==> src/rtl/lbdma_pkg.sv <==
package lbdma_pkg;
    localparam int NCH    = 32;
    localparam int CH_W   = $clog2(NCH);
    localparam int TAG_W  = 8;
    localparam int LEN_W  = 8;
    localparam int QNUM_W = 12;
    localparam int DATA_W = 32;

    typedef logic [CH_W-1:0]   ch_t;
    typedef logic [LEN_W-1:0]  len_t;
    typedef logic [QNUM_W-1:0] qnum_t;
    typedef logic [DATA_W-1:0] word_t;

    // one looped-back stream beat
    typedef struct packed {
        logic  vld;
        logic  last;
        ch_t   ch;
        ch_t   flow;
        len_t  len;
        word_t data;
    } beat_t;

    // flow chosen for a packet: valid in-range tag, else the channel itself
    function automatic ch_t pick_flow(ch_t ch, logic tag_vld, logic [TAG_W-1:0] tag);
        if (tag_vld && (tag < TAG_W'(NCH)))
            return tag[CH_W-1:0];
        return ch;
    endfunction

    // a zero length still moves one word
    function automatic len_t eff_len(len_t l);
        return (l == '0) ? len_t'(1) : l;
    endfunction
endpackage

==> src/rtl/lbdma_arb.sv <==
module lbdma_arb
    import lbdma_pkg::*;
(
    input  logic [NCH-1:0] req,
    output logic           gnt_vld,
    output ch_t            gnt_ch
);
    always_comb begin
        gnt_vld = 1'b0;
        gnt_ch  = '0;
        for (int i = NCH - 1; i >= 0; i--) begin
            if (req[i]) begin
                gnt_vld = 1'b1;
                gnt_ch  = ch_t'(i);
            end
        end
    end
endmodule

==> src/rtl/lbdma_tx.sv <==
module lbdma_tx
    import lbdma_pkg::*;
(
    input  logic                       clk,
    input  logic                       rst,
    input  logic                       gnt_vld,
    input  ch_t                        gnt_ch,
    input  logic [NCH-1:0][LEN_W-1:0]  tx_len,
    input  logic [NCH-1:0][TAG_W-1:0]  tx_tag,
    input  logic [NCH-1:0]             tx_tag_vld,
    output logic                       busy,
    output ch_t                        rd_ch,
    output len_t                       rd_idx,
    input  word_t                      rd_data,
    output beat_t                      beat,
    output logic [NCH-1:0]             ack
);
    ch_t  cur_ch;
    ch_t  cur_flow;
    len_t cur_len;
    len_t cnt;
    logic is_last;

    assign is_last = (cnt == cur_len - len_t'(1));
    assign rd_ch   = cur_ch;
    assign rd_idx  = cnt;

    always_ff @(posedge clk) begin
        if (rst) begin
            busy     <= 1'b0;
            cur_ch   <= '0;
            cur_flow <= '0;
            cur_len  <= '0;
            cnt      <= '0;
            beat     <= '0;
            ack      <= '0;
        end else begin
            ack      <= '0;
            beat.vld <= 1'b0;
            if (!busy) begin
                if (gnt_vld) begin
                    busy     <= 1'b1;
                    cur_ch   <= gnt_ch;
                    cur_len  <= eff_len(tx_len[gnt_ch]);
                    cur_flow <= pick_flow(gnt_ch, tx_tag_vld[gnt_ch], tx_tag[gnt_ch]);
                    cnt      <= '0;
                end
            end else begin
                beat.vld  <= 1'b1;
                beat.last <= is_last;
                beat.ch   <= cur_ch;
                beat.flow <= cur_flow;
                beat.len  <= cur_len;
                beat.data <= rd_data;
                cnt       <= cnt + len_t'(1);
                if (is_last) begin
                    busy <= 1'b0;
                    ack  <= NCH'(1) << cur_ch;
                end
            end
        end
    end
endmodule

==> src/rtl/lbdma_flow_tbl.sv <==
module lbdma_flow_tbl
    import lbdma_pkg::*;
(
    input  logic  clk,
    input  logic  rst,
    input  logic  we,
    input  ch_t   waddr,
    input  qnum_t wdata,
    input  ch_t   raddr,
    output qnum_t rdata
);
    qnum_t dest_q [NCH];

    for (genvar g = 0; g < NCH; g++) begin : g_flow
        always_ff @(posedge clk) begin
            if (rst)
                dest_q[g] <= '0;
            else if (we && (waddr == ch_t'(g)))
                dest_q[g] <= wdata;
        end
    end

    assign rdata = dest_q[raddr];
endmodule

==> src/rtl/lbdma_router.sv <==
module lbdma_router
    import lbdma_pkg::*;
(
    input  logic                       clk,
    input  logic                       rst,
    input  logic [NCH-1:0]             tx_pend,
    input  logic [NCH-1:0][LEN_W-1:0]  tx_len,
    input  logic [NCH-1:0][TAG_W-1:0]  tx_tag,
    input  logic [NCH-1:0]             tx_tag_vld,
    output logic                       tx_rd_en,
    output logic [CH_W-1:0]            tx_rd_ch,
    output logic [LEN_W-1:0]           tx_rd_idx,
    input  logic [DATA_W-1:0]          tx_rd_data,
    output logic [NCH-1:0]             tx_ack,
    input  logic                       cfg_we,
    input  logic [CH_W-1:0]            cfg_flow,
    input  logic [QNUM_W-1:0]          cfg_qnum,
    output logic                       rx_wr_vld,
    output logic [CH_W-1:0]            rx_wr_ch,
    output logic [DATA_W-1:0]          rx_wr_data,
    output logic                       out_vld,
    output logic [QNUM_W-1:0]          out_qnum,
    output logic [LEN_W-1:0]           out_len,
    output logic [CH_W-1:0]            out_flow
);
    logic  gnt_vld;
    ch_t   gnt_ch;
    logic  busy;
    beat_t beat;
    qnum_t flow_q;

    lbdma_arb u_arb (
        .req     (tx_pend),
        .gnt_vld (gnt_vld),
        .gnt_ch  (gnt_ch)
    );

    lbdma_tx u_tx (
        .clk        (clk),
        .rst        (rst),
        .gnt_vld    (gnt_vld),
        .gnt_ch     (gnt_ch),
        .tx_len     (tx_len),
        .tx_tag     (tx_tag),
        .tx_tag_vld (tx_tag_vld),
        .busy       (busy),
        .rd_ch      (tx_rd_ch),
        .rd_idx     (tx_rd_idx),
        .rd_data    (tx_rd_data),
        .beat       (beat),
        .ack        (tx_ack)
    );

    lbdma_flow_tbl u_flow (
        .clk   (clk),
        .rst   (rst),
        .we    (cfg_we),
        .waddr (cfg_flow),
        .wdata (cfg_qnum),
        .raddr (beat.flow),
        .rdata (flow_q)
    );

    assign tx_rd_en   = busy;
    assign rx_wr_vld  = beat.vld;
    assign rx_wr_ch   = beat.ch;
    assign rx_wr_data = beat.data;
    assign out_vld    = beat.vld && beat.last;
    assign out_qnum   = flow_q;
    assign out_len    = beat.len;
    assign out_flow   = beat.flow;
endmodule


==> config.mk <==
export PLATFORM = sky130hd
export DESIGN_NAME = lbdma_router
export DESIGN_NICKNAME = d
export VERILOG_FILES = /design/src/rtl/lbdma_pkg.sv /design/src/rtl/lbdma_arb.sv /design/src/rtl/lbdma_tx.sv /design/src/rtl/lbdma_flow_tbl.sv /design/src/rtl/lbdma_router.sv
export SDC_FILE = /design/constraint.sdc
export NUM_CORES = 1
export LEC_CHECK = 0
export BUFFER_PORTS_ARGS = -buffer_cell sky130_fd_sc_hd__clkbuf_2
export CAP_MARGIN = 10
export CORE_AREA = 3 3 289 291
export CTS_CLUSTER_SIZE = 20
export DETAILED_ROUTE_END_ITERATION = 7
export DIE_AREA = 0 0 292 294
export HOLD_SLACK_MARGIN = 0.02
export SYNTH_ARGS = -nofsm -noshare
export SYNTH_HDL_FRONTEND = slang
export SYNTH_SLANG_ARGS = --single-unit
==> constraint.sdc <==
create_clock -name clk -period 8.2 [get_ports clk]
set_input_delay 1.64 -clock clk [delete_from_list [all_inputs] [get_ports clk]]
set_output_delay 1.64 -clock clk [all_outputs]
set_load 0.005 [all_outputs]
# Yosys cells after proc, flatten, opt, wreduce, memory -nomap -nowiden
# Memories as Yosys holds them, arrays and structs flattened. A register that Yosys moved wholly into a read port is not among the register bits.
# Cells that the tools add are included.
# op_classes
addsub,2
order_cmp,2
eq_ne,32
shifts,1
muxes,215
bitwise_logic,34
n_reduce_logical,39
# ops
operator,n
two-way mux 12 bit,32
two-way mux 5 bit,36
two-way mux 1 bit,138
binary-select mux 8 bit (select 5 bit),2
== test 5 bit (second input constant),16
two-way mux 52 bit,1
== test 5 x 4 -> 1 bit (second input constant),8
two-way mux 8 bit,5
logical AND 1 bit,34
bitwise OR 1 bit,32
<< shifter 1 x 5 -> 32 bit (first input constant),1
== test 5 x 3 -> 1 bit (second input constant),4
== test 5 x 2 -> 1 bit (second input constant),2
adder 8 x 1 -> 8 bit (second input constant),1
== test 8 bit,1
zero test 8 bit,1
< comparator 8 x 6 -> 1 bit (second input constant),1
subtractor 8 x 1 -> 8 bit (second input constant),1
< comparator 5 x 6 -> 1 bit (second input constant),1
binary-select mux 1 bit (select 5 bit),1
== test 5 x 1 -> 1 bit (second input constant),1
zero test 5 bit,1
OR reduction 3 bit,1
inverter 1 bit,2
other kinds (2),2
# word_totals
ff_bits,111
ram_bits,384
word_cells,338
mem_count,1
# memory_table
memory,words,word_bits,rd,rd_clocked_by_memory_dff,write_ports,line,text
u_flow.dest_q,32,12,1,1,32,lbdma_flow_tbl.sv:12,qnum_t dest_q [NCH];

# Logic depth before layout (Yosys ltp)
# Gate-level depths: netlist of the first run.
# logic_depth
depth_word,41
ltp_mapped,15

# By module
# Synthesis of the first run repeated with hierarchy kept, for this count alone.
# hier_totals
hier_cells,2211
area_unflattened_um2,26814.5
# by_module_without_submodules
mod,n_inst,cells_per_inst,area_each_um2,seq_area_each_um2
lbdma_flow_tbl,1,1362,18310.1,11531.1
lbdma_tx,1,783,8127.8,2222.1
lbdma_arb,1,65,370.4,0.0
lbdma_router,1,1,6.3,0.0

# Least setup slack after synthesis of the first run
# OpenSTA, ideal clock, no wires.
# synth_path
kind,register -> output
start,register (tool-made name)
end,output port out_qnum[0]
arrival_time_ns,2.748
slack_ns,3.812
stages_incl_launch_ff,7
path_buffers,3
path_cell_list,dfxtp_1 > clkbuf_1 > buf_1 > buf_1 > mux4_2 > mux4_2 > mux2_2
# synth_rtl
item,line,text
to (decl),lbdma_router.sv:22,"output logic [QNUM_W-1:0] out_qnum,"

==> metrics.cfg, run 1 <==
[power]
vdd_drop_max_mv = 0.1745
power.density_mw_per_mm2 = 186.4
p_leak_nw = 13.32

[sta]
fin_setup_tns_ps = 0
worstMarginPinSlew_ps = 1203
drv_slew = 0
hold_viol_final = 0
timing.final.crit_share_pct = 67.01
finalClockSkew_ps = 58.63
layout_setup_ws_ps = 2705
fin_crit_ps = 5495
rsz0062_at_grt = false
setup_viol = 0
max_freq_mhz = 182.0
holdWs_ps = 482.7
slew_headroom_pct = 18.94

[grt]
grt.overflow.total = 0
grt_busiest_layer = met2
track_usage_pct = 28.97
grt_max_degree = 72
grt_pass1_wl_um = 172700
antenna_found_initial = 42
first_global_vias = 21440
grtUsageMet3_pct = 8.181
grtUsageMet1_pct = 39.36
gr-usage-met2_pct = 45.17

[routing]
dr.pass1.iters = 6
dr_total_vias = 22230
drt_iter0_drc = 2434
drt_wl_total_um = 128100
viasPerCell = 5.448
drc = 0
wl_per_cell_um = 31.40
drtAntennaViolNets = 0

[worst_setup_path]
path_buf_inv = 2
slowest_stage = dfxtp_4
crit_top_cell = mux4_2
critical_path_class = flip-flop to output port
endpoint_kind = output port
cp.required_ps = 6560
worstPathMaxFanout = 43
critPathTopFamily = multiplexers
crit_chain = buf_4, mux4_2, mux4_2, mux2_2, clkbuf_2
reg2reg_slack_ps = 4560
critPathMaxStageDelay_ps = 980
critPathLaunchType = flip-flop
worst_ep_arrival_time_ps = 3860

[placed_design]
port_buffers = 737
dp_slack_ps = 2563
dp_hpwl_um = 101200
place_congestion = 0.9763

[job]
drv_cap = 0

[cts]
cts-buffers-inserted = 55
htree_levels = 2
cts_setup_buffers = 0
clock-root-buffer = clkbuf_16
postCtsHoldBufs = 0
clock-sinks = 500
cts_tree = built
cts_resized = 0
clock_latency_ps = 630
clkTransAtPathRegs_ps = 60
clk_path_buf_depth = 3

[die]
die_w_um = 292
num_io_pins = 738
die_h_um = 294
fp-row-count = 104
core_area_mm2 = 0.08081
start_util_pct = 33.51
die_area_mm2 = 0.08585

[synthesis]
synth_cell_types = 75
synth_edf_count = 384
synth-seq-cells = 500
synth_nets = 2986
synth_top_flop_cell = edfxtp_1
yosysSeqAreaShare_pct = 51.17
synth_area_mm2 = 0.02707
yosysWarnings = 0
syn_avg_cell_area_um2 = 11.49
syn_inst = 2356
synthArstFlopShare_pct = 0

[min_path]
min_path_type = flip-flop to flip-flop

[layout]
utilization_pct = 41.11
area_growth_pct = 22.69
layout-drive-gt1-share_pct = 35.73
nNetsFinal = 3590

[status]
status = completed

## layout make-up
class | instances | area [µm²]
Antenna cell | 14 | 35.03
Clock buffer | 80 | 1550
Clock inverter | 23 | 227.7
Fill cell | 7800 | 47590
Inverter | 10 | 37.54
Multi-Input combinational cell | 1600 | 12070
Sequential cell | 500 | 13860
Tap cell | 1060 | 1326
Timing Repair Buffer | 793 | 4109
## synthesized netlist by cell type (4+ instances only)
cell         n  area [µm²]
a2111oi_0    4       35.03
a211oi_1    13       97.59
a21oi_1     33       165.2
a221o_1     14       140.1
a22oi_1      4       30.03
a311oi_1    19       166.4
a31oi_1      6       37.54
a32o_1       4       40.04
a32oi_1     10       87.58
and2_1     389        2434
and3_1      25       156.4
buf_1       21       78.83
buf_2       32       160.2
buf_4       59       442.9
clkbuf_1   130       488.0
dfxtp_1    116        2322
edfxtp_1   384       11530
inv_1        9       33.78
mux2_2      21       236.5
mux2i_1    147        1471
mux4_2     133        2995
nand2_1    272        1021
nand2b_1    11       68.82
nand3_1     69       345.3
nand4_1     12       75.07
nor2_1     188       705.7
nor2b_1      9       56.30
nor3_1      19       95.09
nor4_1      19       118.9
nor4b_1     19       166.4
o211ai_1     5       37.54
o21ai_0     42       210.2
o21ai_1      6       30.03
o221ai_1     6       52.55
o22ai_1      9       56.30
or2_2        6       37.54
or3_1        6       37.54
or4_1        5       37.54
or4b_2      10       100.1
xnor2_1      7       61.31
xor2_1       6       52.55
## where the power goes
| group | total [mW] | internal [mW] | switching [mW] |
|---|---|---|---|
| Clock | 2.43 | 1.36 | 1.07 |
| Sequential | 2.91 | 2.85 | 0.0635 |
| Combinational | 0.850 | 0.353 | 0.497 |
| Total | 6.19 | 4.56 | 1.63 |
## path summary, 6_finish.rpt
check,to,cells after the start,start
setup / recovery,out_qnum[4],5,flip-flop
hold / removal,u_tx.beat[50]$_SDFFE_PP0P_,2,u_tx.beat[50]$_SDFFE_PP0P_
setup reg to reg,u_tx.ack[15]$_SDFF_PP0_,10,u_tx.cur_len[0]$_SDFFE_PP0P_
hold reg to reg,u_tx.beat[50]$_SDFFE_PP0P_,2,u_tx.beat[50]$_SDFFE_PP0P_
## state kept, by name, summed over array words and instances (netlist names), named ones only
signal,count
u_tx.rd_idx,8
u_tx.busy,1
u_tx.rd_ch,5
u_tx.beat,52
u_flow.dest_q,384
u_tx.cur_len,8
u_tx.ack,32
u_tx.cur_flow,5
## placed cells by master (no fill, tap or decap), drive strengths merged, types with 10 or more instances in the layout
cell	count
a211oi	13
a21oi	34
a221o	14
a311oi	19
a32oi	10
and2	391
and3	25
buf	57
clkbuf	816
clkinv	13
dfxtp	116
diode	14
edfxtp	384
inv	12
mux2	22
mux2i	147
mux4	133
nand2	273
nand2b	11
nand3	69
nand4	12
nor2	189
nor3	19
nor4	21
nor4b	19
o21ai	48
or4b	10
## per-stage QoR
stage / cell area [µm²] / power (mW) / std cells
2_1_floorplan: 27070 / 3.362 / 2356
3_3_place_gp: 31400 / 3.806 / 3962
3_5_place_dp: 31410 / 3.811 / 3963
4_1_cts: 33180 / 6.240 / 4066
5_1_grt: 33190 / 6.402 / 4068
6_report: 33220 / 6.194 / 4080
## worst reg2reg max path, cell delays in order, from the launching register on
cell	delay, ps
dfxtp_1	570
inv_1	190
ha_1	310
nor3b_1	180
a21oi_1	160
o2111ai_1	150
nor4_1	250
nand2_1	200
nor3_1	810
nand3_1	530
nor2_1	210
## cells by family (layout without fill, tap and decap cells)
logic type	after synthesis	count (layout)	synth area share (%)
fa+ha+maj	2	2	0.09241
buf+inv	256	906	4.654
mux	302	302	17.41
compound gates	211	211	5.661
xor+xnor	13	13	0.4205
simple gates	1072	1072	20.59
other cells	0	14	0
flops	500	500	51.17
## per-layer routing
layer,share of wire [%],wire (µm)
met1,41,52200
met2,46,58640
met3,10,12860
met4,3.3,4285
met5,0.11,146
(Power assumes the default switching activity.)
==> run 2: changes to the inputs <==
==> constraint.sdc (replaced) <==
create_clock -name clk -period 4.5 [get_ports clk]
set_input_delay 0.9 -clock clk [delete_from_list [all_inputs] [get_ports clk]]
set_output_delay 0.9 -clock clk [all_outputs]
set_load 0.005 [all_outputs]
==> metrics.cfg, run 2 (same netlist as run 1, synthesis figures left out) <==
[status]
status = completed

[sta]
fin_crit_ps = 4003
timing.final.crit_share_pct = 88.97
hold_viol_final = 0
finalClockSkew_ps = 39.54
holdWs_ps = 492.4
slew_headroom_pct = 28.22
layout_setup_ws_ps = 496.6
max_freq_mhz = 249.8
setup_viol = 0
fin_setup_tns_ps = 0
rsz0062_at_grt = false
worstMarginPinSlew_ps = 1074
drv_slew = 0

[routing]
drt_wl_total_um = 128400
drt_iter0_drc = 2378
dr.pass1.iters = 5
drc = 0
dr_total_vias = 22250
viasPerCell = 5.405
wl_per_cell_um = 31.20
drtAntennaViolNets = 0

[worst_setup_path]
worst_ep_arrival_time_ps = 3100
critPathLaunchType = flip-flop
critical_path_class = flip-flop to output port
cp.required_ps = 3600
worstPathMaxFanout = 20
endpoint_kind = output port

[grt]
track_usage_pct = 29.10
grt_max_degree = 50
grt_pass1_wl_um = 173000
antenna_found_initial = 41
first_global_vias = 21660
grt.overflow.total = 0

[layout]
fillers = 7694
most-common-layout-cells = clkbuf_2, and2_1, edfxtp_1, nand2_1, nor2_1
utilization_pct = 41.68
top_register = u_flow.dest_q
regArea_mm2 = 0.01386
layout-drive-gt1-share_pct = 36.55
multi_input_area_mm2 = 0.01209
design_area_mm2 = 0.03368
stdcell_count = 4117
final_common_cell = clkbuf_2
nNetsFinal = 3630
reg_top3 = u_flow.dest_q (384), u_tx.beat (52), u_tx.ack (32)
largest_register_ffs = 384
area_growth_pct = 24.41

[placed_design]
placed_area_mm2 = 0.03192
place_congestion = 0.9694
port_buffers = 737
dp_slack_ps = 54.76
dp_hpwl_um = 103200
dp_cells = 4005

[cts]
cts_tree = built
clock_latency_ps = 620
cts_setup_buffers = 0
clkTransAtPathRegs_ps = 60
clock-root-buffer = clkbuf_16
clk_path_buf_depth = 3
cts-buffers-inserted = 53
clock-sinks = 500
htree_levels = 2
postCtsHoldBufs = 0
cts_resized = 0

[power]
power.density_mw_per_mm2 = 335.9
p_leak_nw = 13.59
total_power_mw = 11.31
vdd_drop_max_mv = 0.2749

[die]
num_io_pins = 738
start_util_pct = 33.51
die_h_um = 294
core_area_mm2 = 0.08081
fp-row-count = 104
die_w_um = 292
die_area_mm2 = 0.08585

[job]
drv_cap = 0

[min_path]
min_path_type = flip-flop to flip-flop

run 2: cell count changes in the layout (fill, tap and decap cells not counted), sizes merged:
cell,before,now
diode,14,15
clkinvlp,7,1
clkbuf,816,810
clkinv,13,17
inv,12,11
bufinv,1,4
buf,57,99
run 2: worst paths after layout:
check | cells past startpoint | slack (ps) | from | to
worst max-delay path | 5 | 500 | flip-flop | out_qnum[9]
worst min-delay path | 2 | 490 | u_tx.beat[50]$_SDFFE_PP0P_ | u_tx.beat[50]$_SDFFE_PP0P_
worst max register to register | 11 | 1300 | u_tx.cur_len[0]$_SDFFE_PP0P_ | u_tx.ack[31]$_SDFF_PP0_
worst min register to register | 2 | 490 | u_tx.beat[50]$_SDFFE_PP0P_ | u_tx.beat[50]$_SDFFE_PP0P_
run 2: where the power goes:
| group | total (mW) | internal, mW | switching (mW) |
|---|---|---|---|
| clock network | 4.42 | 2.53 | 1.89 |
| logic | 1.59 | 0.678 | 0.912 |
| registers | 5.31 | 5.19 | 0.112 |
| total | 11.3 | 8.40 | 2.92 |
run 2: layer usage:
layer  track usage [%]  wire [µm]
met5                 0        135
met4             9.122       4438
met3             6.792      11960
met2             46.49      59160
met1             39.31      52750
run 2: final cells by class:
| type | instances | area share [%] |
|---|---|---|
| Sequential cell | 500 | 41.16 |
| Multi-Input combinational cell | 1600 | 35.88 |
| Timing Repair Buffer | 835 | 13.66 |
| Clock buffer | 74 | 4.387 |
| Tap cell | 1060 | 3.937 |
| Clock inverter | 23 | 0.7466 |
| Inverter | 10 | 0.1114 |
| Antenna cell | 15 | 0.1114 |
run 2: worst max-delay path: stages (launching register included):
cell and delay (ps):
dfxtp_4 450, buf_4 420, mux4_2 630, mux4_2 550, mux2_2 320, clkbuf_2 120
